### src/rtl/irqn_pkg.sv
package irqn_pkg;

  localparam int DATA_W  = 32;
  localparam int EN_BIT  = 16;
  localparam int LVL_BIT = 9;
  localparam int POL_BIT = 8;

  typedef struct packed {
    logic en;
    logic lvl;
    logic pol;
  } chan_cfg_t;

  localparam logic [DATA_W-1:0] CFG_MASK =
    (DATA_W'(1) << EN_BIT) | (DATA_W'(1) << LVL_BIT) | (DATA_W'(1) << POL_BIT);

  function automatic logic [DATA_W-1:0] cfg_to_word(chan_cfg_t c);
    logic [DATA_W-1:0] w;
    w = '0;
    w[EN_BIT]  = c.en;
    w[LVL_BIT] = c.lvl;
    w[POL_BIT] = c.pol;
    return w;
  endfunction

  function automatic chan_cfg_t word_to_cfg(logic [DATA_W-1:0] w);
    chan_cfg_t c;
    c.en  = w[EN_BIT];
    c.lvl = w[LVL_BIT];
    c.pol = w[POL_BIT];
    return c;
  endfunction

endpackage

### src/rtl/irqn_sync.sv
module irqn_sync #(
  parameter int STAGES = 2
) (
  input  logic clk,
  input  logic rst,
  input  logic d_i,
  output logic q_o
);
  logic [STAGES-1:0] sr_q;

  always_ff @(posedge clk) begin
    if (rst) sr_q <= '0;
    else     sr_q <= {sr_q[STAGES-2:0], d_i};
  end

  assign q_o = sr_q[STAGES-1];
endmodule

### src/rtl/irqn_regs.sv
module irqn_regs
  import irqn_pkg::*;
#(
  parameter int NCH    = 2,
  parameter int ADDR_W = 8
) (
  input  logic                   clk,
  input  logic                   rst,
  input  logic                   wr_i,
  input  logic                   rd_i,
  input  logic [ADDR_W-1:0]      addr_i,
  input  logic [DATA_W-1:0]      wdata_i,
  output logic [DATA_W-1:0]      rdata_o,
  output chan_cfg_t [NCH-1:0]    cfg_o,
  output logic [NCH-1:0]         chg_o
);
  localparam int STRIDE = 4;
  localparam int FIRST  = 4;

  chan_cfg_t [NCH-1:0] cfg_q;
  logic      [NCH-1:0] chg_q;
  logic [DATA_W-1:0]   rd_mux;
  logic [DATA_W-1:0]   rdata_q;
  chan_cfg_t           wr_cfg;

  assign wr_cfg = word_to_cfg(wdata_i);

  for (genvar i = 0; i < NCH; i++) begin : g_cfg
    logic sel;
    assign sel = wr_i && (addr_i == ADDR_W'(FIRST + STRIDE * i));

    always_ff @(posedge clk) begin
      if (rst) begin
        cfg_q[i] <= '0;
        chg_q[i] <= 1'b0;
      end else begin
        chg_q[i] <= sel && (wr_cfg != cfg_q[i]);
        if (sel) cfg_q[i] <= wr_cfg;
      end
    end
  end

  always_comb begin
    rd_mux = '0;
    for (int i = 0; i < NCH; i++) begin
      if (addr_i == ADDR_W'(FIRST + STRIDE * i)) rd_mux = cfg_to_word(cfg_q[i]);
    end
  end

  always_ff @(posedge clk) begin
    if (rst)       rdata_q <= '0;
    else if (rd_i) rdata_q <= rd_mux;
    else           rdata_q <= '0;
  end

  assign rdata_o = rdata_q;
  assign cfg_o   = cfg_q;
  assign chg_o   = chg_q;

  // reserved bit positions never carry data
  p_rsvd_zero_r2: assert property (@(posedge clk) disable iff (rst)
    (rdata_q & ~CFG_MASK) == '0);

  // idle bus returns zero one clock later
  p_idle_zero_r2: assert property (@(posedge clk) disable iff (rst)
    !rd_i |=> (rdata_q == '0));
endmodule

### src/rtl/irqn_chan.sv
module irqn_chan
  import irqn_pkg::*;
#(
  parameter int SYNC_STAGES = 2
) (
  input  logic      clk,
  input  logic      rst,
  input  logic      pin_i,
  input  chan_cfg_t cfg_i,
  input  logic      chg_i,
  output logic      irq_o
);
  logic pin_s;
  logic inv;
  logic act;
  logic hist_q;
  logic irq_q;

  irqn_sync #(.STAGES(SYNC_STAGES)) u_sync (
    .clk (clk),
    .rst (rst),
    .d_i (pin_i),
    .q_o (pin_s)
  );

  // level: polarity 1 means active high; edge: polarity 1 means falling
  assign inv = cfg_i.lvl ? ~cfg_i.pol : cfg_i.pol;
  assign act = pin_s ^ inv;

  always_ff @(posedge clk) begin
    if (rst) begin
      hist_q <= 1'b0;
      irq_q  <= 1'b0;
    end else begin
      hist_q <= act;
      if (!cfg_i.en)     irq_q <= 1'b0;
      else if (cfg_i.lvl) irq_q <= act;
      else if (chg_i)     irq_q <= 1'b0;
      else                irq_q <= act & ~hist_q;
    end
  end

  assign irq_o = irq_q;

  // an edge request is a single-cycle pulse
  p_edge_single_r6: assert property (@(posedge clk) disable iff (rst)
    (!cfg_i.lvl && irq_q) |=> !irq_q);

  // a disabled channel keeps its request low
  p_masked_low_r8: assert property (@(posedge clk) disable iff (rst)
    !cfg_i.en |=> !irq_q);

  // reconfiguring an edge channel is quiet
  p_reconfig_quiet_r9: assert property (@(posedge clk) disable iff (rst)
    (chg_i && !cfg_i.lvl) |=> !irq_q);
endmodule

### src/rtl/irq_polarity_norm.sv
module irq_polarity_norm
  import irqn_pkg::*;
#(
  parameter int NCH         = 2,
  parameter int ADDR_W      = 8,
  parameter int SYNC_STAGES = 2
) (
  input  logic              clk,
  input  logic              rst,
  input  logic              bus_wr,
  input  logic              bus_rd,
  input  logic [ADDR_W-1:0] bus_addr,
  input  logic [31:0]       bus_wdata,
  output logic [31:0]       bus_rdata,
  input  logic [NCH-1:0]    ext_irq,
  output logic [NCH-1:0]    irq_out
);
  chan_cfg_t [NCH-1:0] cfg;
  logic      [NCH-1:0] chg;

  irqn_regs #(.NCH(NCH), .ADDR_W(ADDR_W)) u_regs (
    .clk     (clk),
    .rst     (rst),
    .wr_i    (bus_wr),
    .rd_i    (bus_rd),
    .addr_i  (bus_addr),
    .wdata_i (bus_wdata),
    .rdata_o (bus_rdata),
    .cfg_o   (cfg),
    .chg_o   (chg)
  );

  for (genvar i = 0; i < NCH; i++) begin : g_chan
    irqn_chan #(.SYNC_STAGES(SYNC_STAGES)) u_chan (
      .clk   (clk),
      .rst   (rst),
      .pin_i (ext_irq[i]),
      .cfg_i (cfg[i]),
      .chg_i (chg[i]),
      .irq_o (irq_out[i])
    );
  end

  // outputs are low in the first cycle after reset
  p_reset_quiet_r1: assert property (@(posedge clk)
    rst |=> (irq_out == '0 && bus_rdata == '0));
endmodule

### config.mk
export PLATFORM = sky130hd
export DESIGN_NAME = irq_polarity_norm
export DESIGN_NICKNAME = d
export VERILOG_FILES = /design/src/rtl/irqn_pkg.sv /design/src/rtl/irqn_sync.sv /design/src/rtl/irqn_regs.sv /design/src/rtl/irqn_chan.sv /design/src/rtl/irq_polarity_norm.sv
export SDC_FILE = /design/constraint.sdc
export NUM_CORES = 1
export LEC_CHECK = 0
export ABC_AREA = 1
export CAP_MARGIN = 20
export CORE_MARGIN = 10
export CORE_UTILIZATION = 45
export CTS_CLUSTER_DIAMETER = 120
export CTS_CLUSTER_SIZE = 25
export DETAILED_ROUTE_END_ITERATION = 12
export DONT_BUFFER_PORTS = 1
export PLACE_DENSITY = 0.63
export SYNTH_ARGS = -nofsm -noshare
export SYNTH_HDL_FRONTEND = slang
export SYNTH_SLANG_ARGS = --single-unit
### constraint.sdc
create_clock -name clk -period 0.9 [get_ports clk]
set_input_delay 0.18 -clock clk [delete_from_list [all_inputs] [get_ports clk]]
set_output_delay 0.18 -clock clk [all_outputs]
set_load 0.03 [all_outputs]
==> impl_metrics.json <==
{
  "outcome": "completed",
  "drive_gt1_share_pct": 15.9,
  "leakage_nw": 0.570,
  "drv_cap": 0,
  "grt_pass1_vias": 857,
  "drc": 0,
  "clk_path_buf_depth": 2,
  "dp_hpwl_um": 1690,
  "via_count": 802,
  "clock_latency_ns": 0.29,
  "wire_per_inst_um": 11.0,
  "die_x_um": 70.0,
  "synth-compound-area-share_pct": 4.89,
  "gp_congestion": 0.747,
  "synth-xor-area-share_pct": 5.45,
  "initial_utilization_pct": 46.2,
  "crit_path_end_kind": "output pin",
  "clk_pin_slew_worst_paths_ns": 0.10,
  "total_power_mw": 1.52,
  "most-common-layout-cells": "conb_1 (29), nand2_1 (24), nor2_1 (19)",
  "setup_slack_ns": 0.0178,
  "cts_buffers": 3,
  "drt_iter0_drc": 7,
  "ys_seq_elements": 19,
  "final_core_util_pct": 46.6,
  "irDropWorstVdd_mv": 1.16,
  "first_pass_iters": 4,
  "rsz0062_at_grt": "true",
  "fin_skew_ns": 0.00196,
  "port_buffers": 0,
  "synth_top_family_by_area": "buffers and inverters",
  "h-tree-depth": 1,
  "antenna_found_initial": 0,
  "timing.fmax_mhz": 1130,
  "power_density_mw_per_mm2": 1340,
  "cts_tree": "yes",
  "grt_pass1_wl_um": 3530,
  "finalSetupTns_ns": 0,
  "track_usage_pct": 8.41,
  "ys_warn_count": 0,
  "crit_type": "reg -> out",
  "syn_inst": 154,
  "drt-total-wl_um": 2060,
  "synth_fa_ha_area_share_pct": 0,
  "required_ns": 0.72,
  "hp-class": "in -> reg",
  "synth_cell_type_count": 17,
  "grt_max_degree": 15,
  "grt_overflow": 0,
  "muxShareOfSynthArea_pct": 0,
  "rows": 18,
  "period_share_pct": 98.0,
  "mostFrequentLayoutCell": "conb_1",
  "coreArea_mm2": 0.00243,
  "setup-violations-final": 0,
  "area_growth_pct": 0.779,
  "arrival_ns": 0.70,
  "place_inst": 179,
  "cts_sinks": 19,
  "root_buffer": "clkbuf_4",
  "postSynthAreaPerCell_um2": 7.30,
  "postRouteAntennaNets": 0,
  "dieHeight_um": 70.0,
  "cp-start-kind": "register",
  "maxSlewViolCount": 0,
  "io_pins": 80,
  "instances_no_fill": 187,
  "dp_slack_ns": -0.0159,
  "worstPathMaxFanout": 1,
  "die_area_mm2": 0.00490,
  "period_minus_slack_ns": 0.882,
  "diodes": 0,
  "vias_per_cell": 4.29,
  "synthSimpleGateAreaFrac_pct": 27.6,
  "yosysSeqAreaShare_pct": 33.8,
  "nets": 204,
  "finalHoldViolations": 0,
  "synth_area_mm2": 0.00112
}
[metal layers]
metal | vias up | share of wire [%] | wire length [um] | track usage (%)
met1 | 357 | 39 | 796 | 7.77
met2 | 32 | 48 | 990 | 15.0
li1 | 408 | - | - | -
met3 | 5 | 12 | 247 | 5.08
met5 | - | 0 | 0 | 0
met4 | 0 | 1.4 | 29 | 2.63
[timing repair]
item,CTS,global route
gates resized for setup,13,7
setup endpoints to repair,9,11
pin swaps,0,2
hold buffers,4,0
setup buffers,0,0
endpoints found under the hold margin,5,0
[area by class of cell]
| type | count | area [um2] |
|---|---|---|
| tap | 30 | 37.5 |
| timing repair buffer | 4 | 40.0 |
| inverter | 19 | 71.3 |
| sequential | 19 | 410 |
| clock buffer | 4 | 26.3 |
| fill | 265 | 1300 |
| multi-input combinational | 111 | 548 |
[cells by family after synthesis]
family          Yosys count
compound gates           11
xor+xnor                  7
buf+inv                  52
flops                    19
other cells               1
simple gates             64
[power breakdown]
group / internal [mW] / switching, mW / total (mW) / leakage (nW)
clock: 0.172 / 0.242 / 0.415 / 0.0150
combinational: 0.0461 / 0.219 / 0.265 / 0.393
sequential: 0.831 / 0.00497 / 0.836 / 0.161
[final timing paths]
check | start | to | slack [ns] | cells past startpoint
max | u_regs.rdata_o[8] | bus_rdata[8] | 0.02 | 0
min | bus_wr | u_regs.chg_o[0] | 0.03 | 2
max reg2reg | u_regs.cfg_o[3] | g_chan[1].u_chan.irq_o | 0.02 | 5
min reg2reg | g_chan[0].u_chan.u_sync.sr_q[0] | g_chan[0].u_chan.u_sync.sr_q[1] | 0.41 | 2
[synth_stat cells]
master / count / share of area (%)
a21oi_1: 9 / 4.0
buf_2: 2 / 0.89
buf_4: 31 / 21
conb_1: 1 / 0.33
dfxtp_1: 19 / 34
inv_1: 19 / 6.3
nand2_1: 24 / 8.0
nand2_2: 2 / 1.1
nand2_4: 1 / 1.0
nand3_1: 11 / 4.9
nor2_1: 19 / 6.3
nor2_2: 4 / 2.2
nor2_8: 2 / 3.6
nor3_1: 1 / 0.44
o21ai_0: 2 / 0.89
xnor2_1: 4 / 3.1
xor2_1: 3 / 2.3
[through the flow]
step,area [um2],hold slack (ns)
after global routing,1130,0.0230
after CTS,1120,0.0268
after detailed placement,1020,0.254
after global placement,1020,0.254
final,1130,0.0313
after floorplan,1230,0.251
[registers in the layout (all words and copies together), names as in the netlist]
| name | flops |
|---|---|
| g_chan.u_chan.u_sync.sr_q | 4 |
| u_regs.cfg_o | 6 |
| g_chan.u_chan.irq_o | 2 |
| g_chan.u_chan.hist_q | 2 |
| u_regs.chg_o | 2 |
| u_regs.rdata_o | 3 |
No activity file was read; power rests on OpenSTA's default activity.
